===== config.mk =====
export PLATFORM = sky130hd
export DESIGN_NAME = pm_evt_regblk
export DESIGN_NICKNAME = d
export VERILOG_FILES = /design/src/rtl/pm_evt_pkg.sv /design/src/rtl/pm_evt_decode.sv /design/src/rtl/pm_evt_bits.sv /design/src/rtl/pm_evt_sci_fsm.sv /design/src/rtl/pm_evt_regblk.sv
export SDC_FILE = /design/constraint.sdc
export NUM_CORES = 1
export LEC_CHECK = 0
export BUFFER_PORTS_ARGS = -buffer_cell sky130_fd_sc_hd__buf_4
export CELL_PAD_IN_SITES_DETAIL_PLACEMENT = 1
export CELL_PAD_IN_SITES_GLOBAL_PLACEMENT = 2
export CORE_MARGIN = 5
export CORE_UTILIZATION = 28
export CTS_BUF_LIST = sky130_fd_sc_hd__clkbuf_4
export DETAILED_ROUTE_END_ITERATION = 10
export PLACE_DENSITY = 0.91
export SETUP_SLACK_MARGIN = 0.2
export SLEW_MARGIN = 10
export SYNTH_ARGS = -nofsm -noshare
export SYNTH_HDL_FRONTEND = slang
export SYNTH_HIERARCHICAL = 1
export SYNTH_SLANG_ARGS = --single-unit

===== constraint.sdc =====
create_clock -name clk -period 3.5 [get_ports clk]
set_clock_uncertainty 0.1 [all_clocks]
set_input_delay 0.35 -clock clk [delete_from_list [all_inputs] [get_ports clk]]
set_output_delay 0.35 -clock clk [all_outputs]
set_load 0.005 [all_outputs]

===== src/rtl/pm_evt_pkg.sv =====
package pm_evt_pkg;

    // States of the interrupt output machine
    typedef enum logic [0:0] {
        SCI_QUIET  = 1'b0,
        SCI_RAISED = 1'b1
    } sci_state_e;

    // Which register of the status/enable pair an access selects
    typedef enum logic [0:0] {
        REG_STS = 1'b0,
        REG_EN  = 1'b1
    } reg_kind_e;

endpackage


===== src/rtl/pm_evt_decode.sv =====
module pm_evt_decode
    import pm_evt_pkg::*;
#(
    parameter int unsigned ADDR_W = 16,
    parameter int unsigned BYTE_W = 8,
    parameter int unsigned LANES  = 2
) (
    input  logic [BYTE_W-1:0] cfg_hi,
    input  logic [BYTE_W-1:0] cfg_lo,
    input  logic [ADDR_W-1:0] io_addr,
    input  logic              io_rd,
    input  logic              io_wr,
    output logic              hit,
    output reg_kind_e         kind,
    output logic [LANES-1:0]  lane_oh
);
    localparam int unsigned NUM_OFF = 2 * LANES;
    localparam int unsigned OFF_W   = $clog2(NUM_OFF);

    logic [ADDR_W-1:0] base;
    logic [ADDR_W-1:0] off;
    logic [OFF_W-1:0]  idx;
    logic [OFF_W-1:0]  lane_idx;
    logic              in_range;

    assign base     = {cfg_hi, cfg_lo};
    assign off      = io_addr - base;
    assign in_range = (off < ADDR_W'(NUM_OFF));
    assign hit      = (io_rd | io_wr) & in_range;
    assign idx      = off[OFF_W-1:0];
    assign kind     = (idx >= OFF_W'(LANES)) ? REG_EN : REG_STS;
    assign lane_idx = (kind == REG_EN) ? (idx - OFF_W'(LANES)) : idx;

    for (genvar l = 0; l < LANES; l++) begin : g_lane
        assign lane_oh[l] = hit & (lane_idx == OFF_W'(l));
    end
endmodule


===== src/rtl/pm_evt_bits.sv =====
module pm_evt_bits #(
    parameter int unsigned       REG_W     = 16,
    parameter int unsigned       BYTE_W    = 8,
    parameter logic [REG_W-1:0]  IMPL_MASK = 16'h0031,
    parameter bit                STICKY    = 1'b1
) (
    input  logic                      clk,
    input  logic                      rst_n,
    input  logic [REG_W/BYTE_W-1:0]   wr_lane,
    input  logic [BYTE_W-1:0]         wdata,
    input  logic [REG_W-1:0]          set_evt,
    output logic [REG_W-1:0]          q
);
    localparam int unsigned LANES = REG_W / BYTE_W;

    logic [REG_W-1:0] wstrb;
    logic [REG_W-1:0] wfull;
    logic [REG_W-1:0] nxt;

    for (genvar l = 0; l < LANES; l++) begin : g_lane
        assign wstrb[l*BYTE_W +: BYTE_W] = {BYTE_W{wr_lane[l]}};
        assign wfull[l*BYTE_W +: BYTE_W] = wdata;
    end

    if (STICKY) begin : g_w1c
        // Ones clear; hardware set is applied last so an event wins
        assign nxt = ((q & ~(wstrb & wfull)) | set_evt) & IMPL_MASK;
    end else begin : g_rw
        assign nxt = ((q & ~wstrb) | (wfull & wstrb) | set_evt) & IMPL_MASK;
    end

    always_ff @(posedge clk or negedge rst_n) begin
        if (!rst_n) q <= '0;
        else        q <= nxt;
    end
endmodule


===== src/rtl/pm_evt_sci_fsm.sv =====
module pm_evt_sci_fsm
    import pm_evt_pkg::*;
#(
    parameter int unsigned REG_W = 16
) (
    input  logic             clk,
    input  logic             rst_n,
    input  logic [REG_W-1:0] sts,
    input  logic [REG_W-1:0] en,
    output logic             sci
);
    sci_state_e state_q, state_d;
    logic       pend;

    assign pend = |(sts & en);

    always_comb begin
        state_d = state_q;
        unique case (state_q)
            SCI_QUIET:  if (pend)  state_d = SCI_RAISED;   // raise
            SCI_RAISED: if (!pend) state_d = SCI_QUIET;    // drop
            default:               state_d = SCI_QUIET;
        endcase
    end

    always_ff @(posedge clk or negedge rst_n) begin
        if (!rst_n) state_q <= SCI_QUIET;
        else        state_q <= state_d;
    end

    always_comb begin
        sci = (state_q == SCI_RAISED);
    end
endmodule


===== src/rtl/pm_evt_regblk.sv =====
module pm_evt_regblk
    import pm_evt_pkg::*;
#(
    parameter int unsigned      REG_W    = 16,
    parameter int unsigned      BYTE_W   = 8,
    parameter logic [REG_W-1:0] STS_MASK = 16'h0031,
    parameter logic [REG_W-1:0] EN_MASK  = 16'h0021
) (
    input  logic                clk,
    input  logic                rst_n,
    input  logic [BYTE_W-1:0]   cfg_base_hi,
    input  logic [BYTE_W-1:0]   cfg_base_lo,
    input  logic [2*BYTE_W-1:0] io_addr,
    input  logic                io_rd,
    input  logic                io_wr,
    input  logic [BYTE_W-1:0]   io_wdata,
    output logic [BYTE_W-1:0]   io_rdata,
    output logic                io_hit,
    input  logic [REG_W-1:0]    evt_pulse,
    output logic                sci
);
    localparam int unsigned LANES  = REG_W / BYTE_W;
    localparam int unsigned ADDR_W = 2 * BYTE_W;

    reg_kind_e        kind;
    logic [LANES-1:0] lane_oh;
    logic [LANES-1:0] sts_wr;
    logic [LANES-1:0] en_wr;
    logic [REG_W-1:0] sts_q;
    logic [REG_W-1:0] en_q;

    pm_evt_decode #(
        .ADDR_W (ADDR_W),
        .BYTE_W (BYTE_W),
        .LANES  (LANES)
    ) u_dec (
        .cfg_hi  (cfg_base_hi),
        .cfg_lo  (cfg_base_lo),
        .io_addr (io_addr),
        .io_rd   (io_rd),
        .io_wr   (io_wr),
        .hit     (io_hit),
        .kind    (kind),
        .lane_oh (lane_oh)
    );

    assign sts_wr = lane_oh & {LANES{io_wr & (kind == REG_STS)}};
    assign en_wr  = lane_oh & {LANES{io_wr & (kind == REG_EN)}};

    pm_evt_bits #(
        .REG_W     (REG_W),
        .BYTE_W    (BYTE_W),
        .IMPL_MASK (STS_MASK),
        .STICKY    (1'b1)
    ) u_sts (
        .clk     (clk),
        .rst_n   (rst_n),
        .wr_lane (sts_wr),
        .wdata   (io_wdata),
        .set_evt (evt_pulse),
        .q       (sts_q)
    );

    pm_evt_bits #(
        .REG_W     (REG_W),
        .BYTE_W    (BYTE_W),
        .IMPL_MASK (EN_MASK),
        .STICKY    (1'b0)
    ) u_en (
        .clk     (clk),
        .rst_n   (rst_n),
        .wr_lane (en_wr),
        .wdata   (io_wdata),
        .set_evt ('0),
        .q       (en_q)
    );

    always_comb begin
        io_rdata = '0;
        for (int l = 0; l < int'(LANES); l++) begin
            if (io_rd && lane_oh[l]) begin
                io_rdata = (kind == REG_EN) ? en_q[l*BYTE_W +: BYTE_W]
                                            : sts_q[l*BYTE_W +: BYTE_W];
            end
        end
    end

    pm_evt_sci_fsm #(
        .REG_W (REG_W)
    ) u_sci (
        .clk   (clk),
        .rst_n (rst_n),
        .sts   (sts_q),
        .en    (en_q),
        .sci   (sci)
    );
endmodule


==> flow_summary.toml, run 1 <==
[die]
die_y_um = 90.25
die_x_um = 90.25
fp.dieArea_mm2 = 0.008144
fp-row-count = 29
start_util_pct = 28.56
io_pins = 70
core-area_mm2 = 0.006314

[routing]
drc_errors = 0
post_drt_wl_per_cell_um = 14.01
vias_per_cell = 5.003
detail-route-antenna-nets = 0
drtIter0Drc = 30
finalWirelength_um = 5266
dr.pass1.iters = 4
dr_total_vias = 1881

[worst_setup_path]
r2r_slack_ns = 2.32
worstSetupPathType = "in -> out"
path_cells = "buf_6 -> inv_4 -> ha_4 -> fa_2 -> xor2_2 -> nand4_1 -> or4_4 -> nor4_4 -> nand4_1 -> nor4b_4 -> nor4b_4 -> nand3b_1 -> buf_6 -> o22ai_2 -> buf_4"
crit_family = "simple AND/OR/NAND/NOR gates"
cp_slowest_stage_delay_ns = 0.50
crit_slowest_cell = "or4_4"
required_ns = 3.05
critPathArrivalTime_ns = 3.18
cp_max_fo = 3
crit_buf_inv = 4
rr_worst_depth = 3
endpoint_kind = "primary output"
timing.critical_path.from_type = "primary input"
crit-reg2reg-launch = "u_sts/q[0]"
cp.depth = 15
reg2reg_to = "u_sci/sci"
critPathLaunch = "io_addr[0]"

[power_and_ir_drop]
p_int_mw = 0.2622
seqPwrFrac_pct = 15.3
total_power_mw = 0.4527
p_per_area_mw_per_mm2 = 187.8
sw_frac_of_total_pct = 42.07
switchingPower_mw = 0.1904
peakVddDrop_mv = 0.1883
clkPwrFrac_pct = 15.2
p_comb_share_pct = 69.5
power.leakage_nw = 1.161

[cells_and_area]
regArea_um2 = 150.1
nets = 377
nFillCells = 819
fin_util_pct = 38.17
synthToLayoutAreaGrowth_pct = 33.66
multi_input_area_mm2 = 0.001505
antenna_cells = 0
finalInstanceArea_mm2 = 0.002410
fin_cells = 376
drive_above_1_share_pct = 32.11

[global_routing]
grt_usage_pct = 12.67
antenna_found_initial = 0
grt_overflow = 0
grt_max_degree = 11
grt_pass1_vias = 2052
grt_pass1_wl_um = 8935

[sta]
relSlewSlack_pct = 57.77
finalSetupViolations = 3
period_needed_ns = 3.631
tns_ns = -0.2685
grt_setup_unrepaired = "yes"
max_freq_ghz = 0.2754
setup_ws_ns = -0.1309
slew_violations = 0
period_share_pct = 103.7
hold_viol_final = 0
worst_slew_pin_slew_ns = 0.6175

[place]
dp.final_hpwl_um = 4461
dp_cells = 369
gp_congestion = 0.8657
placed_area_mm2 = 0.002245
portBuffers = 46

[clock_tree]
clkSlewWorstSetupHoldPaths_ns = 0.05
clock-sinks = 6
htreeDepth = 1
cts_tree = "done"
clockRootBuffer = "clkbuf_4"
clock_latency_ns = 0.25
clockBufferDepth = 2
cts_buffers = 3

[run_status]
violations = "setup timing"
status = "finished, violations left"

[flow_run]
maxCapViolations = 0

[min_path]
holdCritPathClass = "in -> reg"
holdCritStartpoint = "evt_pulse[4]"
hold_path_depth = 2
hold_end = "u_sts/q[4]"

[synth]
ys_warn_count = 6
netlist_instances = 232
netlist_area_mm2 = 0.001803
avgSynthCellArea_um2 = 7.771
worst max-delay path by stage:
stage	end
after floorplan	io_rdata[0]
after global placement	io_rdata[5]
after detailed placement	io_rdata[0]
after CTS	io_rdata[5]
after global routing	io_rdata[4]
final	io_rdata[4]
final cells by class:
class	instances	area share (%)
multi-input cells	197	62.46
repair buffers	71	22.85
flip-flops and latches	6	6.231
well taps	77	3.998
inverters	22	3.531
clock buffers	3	0.9346
flip-flops by register name (all words and copies together) (netlist names):
register	count
u_sci/sci	1
u_sts/q	3
u_en/q	2
routing by layer:
layer / GRT usage [%] / wire, um / up-vias
met5: 0 / 0 / -
met4: 2.605 / 85 / 0
met3: 1.753 / 195 / 9
met2: 24.02 / 2770 / 40
met1: 14.96 / 2213 / 895
li1: - / - / 937
cells in the final DEF, fill, tap and decap left out, drive strengths merged, types with 3 or more instances in the layout:
master	count
a211o	3
a21o	4
a21oi	15
a221oi	4
a22o	4
buf	70
clkbuf	3
conb	29
dfrtp	6
ha	15
inv	22
mux2i	19
nand2	11
nand2b	3
nand3b	3
nand4	5
nor2	16
nor2b	3
nor3b	3
nor4	3
o21ai	9
o22ai	8
xor2	3
per-stage QoR:
step	worst slack (ns)	hold slack, ns
detailed placement	-0.3131	0.06368
global placement	-0.2781	0.06090
finish	-0.1309	0.1729
CTS	-0.1624	0.1719
global route	-0.2591	0.1890
floorplan	0.2353	-0.04559
power groups by stage:
| stage | clock network [mW] | registers [mW] | logic (mW) |
|---|---|---|---|
| 6_report | 0.0687 | 0.0695 | 0.314 |
| 4_1_cts | 0.0709 | 0.0694 | 0.306 |
| 5_1_grt | 0.0733 | 0.0694 | 0.351 |
| 2_1_floorplan | 0 | 0.0707 | 0.221 |
| 3_5_place_dp | 0 | 0.0706 | 0.292 |
| 3_3_place_gp | 0 | 0.0706 | 0.286 |
timing repair:
action                                 in CTS  in global routing
setup endpoints to repair                   9                  9
buffers inserted                            0                  3
endpoints found under the hold margin       6                  0
pin swaps                                   2                  7
hold buffers                                1                  0
cloned                                      0                  0
gates resized for setup                    12                 10
worst reg2reg max path: cells and delay by family, from the launching register on:
family	cells	cell delay [ns]
compound gates	2	0.43
flops	1	0.40
simple gates	1	0.12
(Power assumes the default switching activity.)
==> run 2: changes to the inputs <==
--- a/config.mk
+++ b/config.mk
@@ -5,14 +5,14 @@
 export SDC_FILE = /design/constraint.sdc
 export NUM_CORES = 1
 export LEC_CHECK = 0
-export BUFFER_PORTS_ARGS = -buffer_cell sky130_fd_sc_hd__buf_4
-export CELL_PAD_IN_SITES_DETAIL_PLACEMENT = 1
+export CELL_PAD_IN_SITES_DETAIL_PLACEMENT = 2
 export CELL_PAD_IN_SITES_GLOBAL_PLACEMENT = 2
 export CORE_MARGIN = 5
-export CORE_UTILIZATION = 28
+export CORE_UTILIZATION = 30
 export CTS_BUF_LIST = sky130_fd_sc_hd__clkbuf_4
 export DETAILED_ROUTE_END_ITERATION = 10
-export PLACE_DENSITY = 0.91
+export DONT_BUFFER_PORTS = 1
+export PLACE_DENSITY = 0.78
 export SETUP_SLACK_MARGIN = 0.2
 export SLEW_MARGIN = 10
 export SYNTH_ARGS = -nofsm -noshare
==> run 2 against run 1 <==
Effect of this change:
- the run now ends clean
- total power is 9.1% lower
- utilization down 3.1 points
- hold slack lost 0.071 ns
- global-route usage is 2.1 points higher
- highest routed layer unchanged
- sequential power about the same
- fmax is 7.5% higher
- non-clock buffer count down 49
- largest power group unchanged
- sequential share of layout area up 1.0 points
- via count down 9.7%
- design area down 14%
==> flow_summary.toml, run 2 (synthesis results as in run 1) <==
[run_status]
status = "finished clean"

[place]
dp.final_hpwl_um = 4571
gp_congestion = 0.8850
dp_cells = 317
portBuffers = 0

[power_and_ir_drop]
clkPwrFrac_pct = 15.9
seqPwrFrac_pct = 16.9
p_comb_share_pct = 67.2
p_int_mw = 0.2279
p_per_area_mw_per_mm2 = 199.3
total_power_mw = 0.4116
peakVddDrop_mv = 0.09813
sw_frac_of_total_pct = 44.63
power.leakage_nw = 0.9230
switchingPower_mw = 0.1837

[worst_setup_path]
timing.critical_path.from_type = "primary input"
endpoint_kind = "primary output"
cp_max_fo = 5
critPathArrivalTime_ns = 2.93
worstSetupPathType = "in -> out"
required_ns = 3.05

[cells_and_area]
final_common_cell = "conb_1"
nFillCells = 706
synthToLayoutAreaGrowth_pct = 14.57
fin_cells = 325
top_register = "u_sts/q"
nets = 328
final_cell_mix = "29 x conb_1, 20 x buf_4, 19 x mux2i_1, 19 x inv_1, 16 x nor2_1"
drive_above_1_share_pct = 19.20
antenna_cells = 0
fin_util_pct = 35.10
largest_reg_flops = 3

[sta]
slew_violations = 0
period_share_pct = 96.52
relSlewSlack_pct = 59.70
worst_slew_pin_slew_ns = 0.5892
max_freq_ghz = 0.2960
grt_setup_unrepaired = "yes"
finalSetupViolations = 0
period_needed_ns = 3.378
hold_viol_final = 0

[global_routing]
global_route.usage.met1_pct = 18.00
grt_usage_pct = 14.73
gr-usage-met2_pct = 27.74
grt_pass1_wl_um = 9121
grt.met3_usage_pct = 2.081
antenna_found_initial = 0
grt-busiest-layer = "met2"
grt_overflow = 0
grt_max_degree = 19
grt_pass1_vias = 1945

[routing]
dr_total_vias = 1699
drc_errors = 0
drtIter0Drc = 40
dr.pass1.iters = 4
finalWirelength_um = 5540
detail-route-antenna-nets = 0
vias_per_cell = 5.228
post_drt_wl_per_cell_um = 17.05

[clock_tree]
clock_latency_ns = 0.24
cts_tree = "done"
cts_buffers = 3
clockBufferDepth = 2
clockRootBuffer = "clkbuf_4"
clock-sinks = 6
clkSlewWorstSetupHoldPaths_ns = 0.04
htreeDepth = 1

[die]
fp-row-count = 28
die_x_um = 87.53
core-area_mm2 = 0.005886
io_pins = 70
fp.dieArea_mm2 = 0.007661
die_y_um = 87.53
start_util_pct = 30.63

[flow_run]
maxCapViolations = 0

[min_path]
holdCritPathClass = "in -> reg"
## run 2: worst max-delay path: stages
cell and delay, ns:
inv_2 0.02, ha_4 0.25, and2b_1 0.19, a2111o_1 0.29
or4_4 0.55, nor4_4 0.15, nand4_1 0.19, nor4b_4 0.28
nor4b_4 0.27, nand3b_1 0.16, buf_6 0.15, o22ai_2 0.08
## run 2: what timing repair did
item / 4_1_cts / 5_1_grt
pin swaps: 4 / 4
setup endpoints to repair: 9 / 9
gates resized for setup: 21 / 3
hold endpoints to repair: 6 / 0
hold buffers: 1 / 0
buffers inserted: 3 / 1
## run 2: layout make-up
cell class | instances | area [um2] | share of cell area [%]
Inverter | 22 | 95.09 | 4.603
Multi-Input combinational cell | 197 | 1533 | 74.20
Sequential cell | 6 | 150.1 | 7.268
Tap cell | 75 | 93.84 | 4.543
Clock buffer | 3 | 22.52 | 1.090
Timing Repair Buffer | 22 | 171.4 | 8.298
## run 2: through the flow
stage	worst slack [ns]	hold WS [ns]	setup TNS (ns)	cell area, um2
after floorplan	0.2353	-0.04559	0	1901
after global placement	-0.1987	-0.04544	-0.8115	1867
after detailed placement	-0.2441	-0.04542	-1.228	1867
after CTS	0.04029	0.09371	0	2041
after global routing	-0.07331	0.09361	-0.2107	2066
final	0.1219	0.1017	0	2066
## run 2: path summary, 6_finish.rpt
path	cells past startpoint	startpoint	slack [ns]	to
min in group asynchronous	1	rst_n	0.32	u_sci/sci
worst min-delay path	1	evt_pulse[5]	0.10	u_sts/q[5]
worst max register to register	3	u_sts/q[5]	2.30	u_sci/sci
worst max-delay path	12	cfg_base_lo[6]	0.12	io_rdata[5]
worst min register to register	1	u_sts/q[5]	0.43	u_sts/q[5]
max in group asynchronous	1	rst_n	2.74	u_en/q[0]
## run 2: power groups by stage
| stage | Combinational [mW] | Sequential (mW) | Clock, mW |
|---|---|---|---|
| after floorplan | 0.221 | 0.0707 | 0 |
| after global placement | 0.242 | 0.0707 | 0 |
| after detailed placement | 0.249 | 0.0707 | 0 |
| after CTS | 0.269 | 0.0695 | 0.0678 |
| after global routing | 0.309 | 0.0694 | 0.0711 |
| final | 0.277 | 0.0695 | 0.0654 |
## run 2: per-layer routing
| layer | vias to the layer above | wire length (um) |
|---|---|---|
| met3 | 2 | 156 |
| met4 | 0 | 42 |
| met2 | 31 | 2960 |
| met5 | - | 0 |
| li1 | 841 | - |
| met1 | 825 | 2382 |
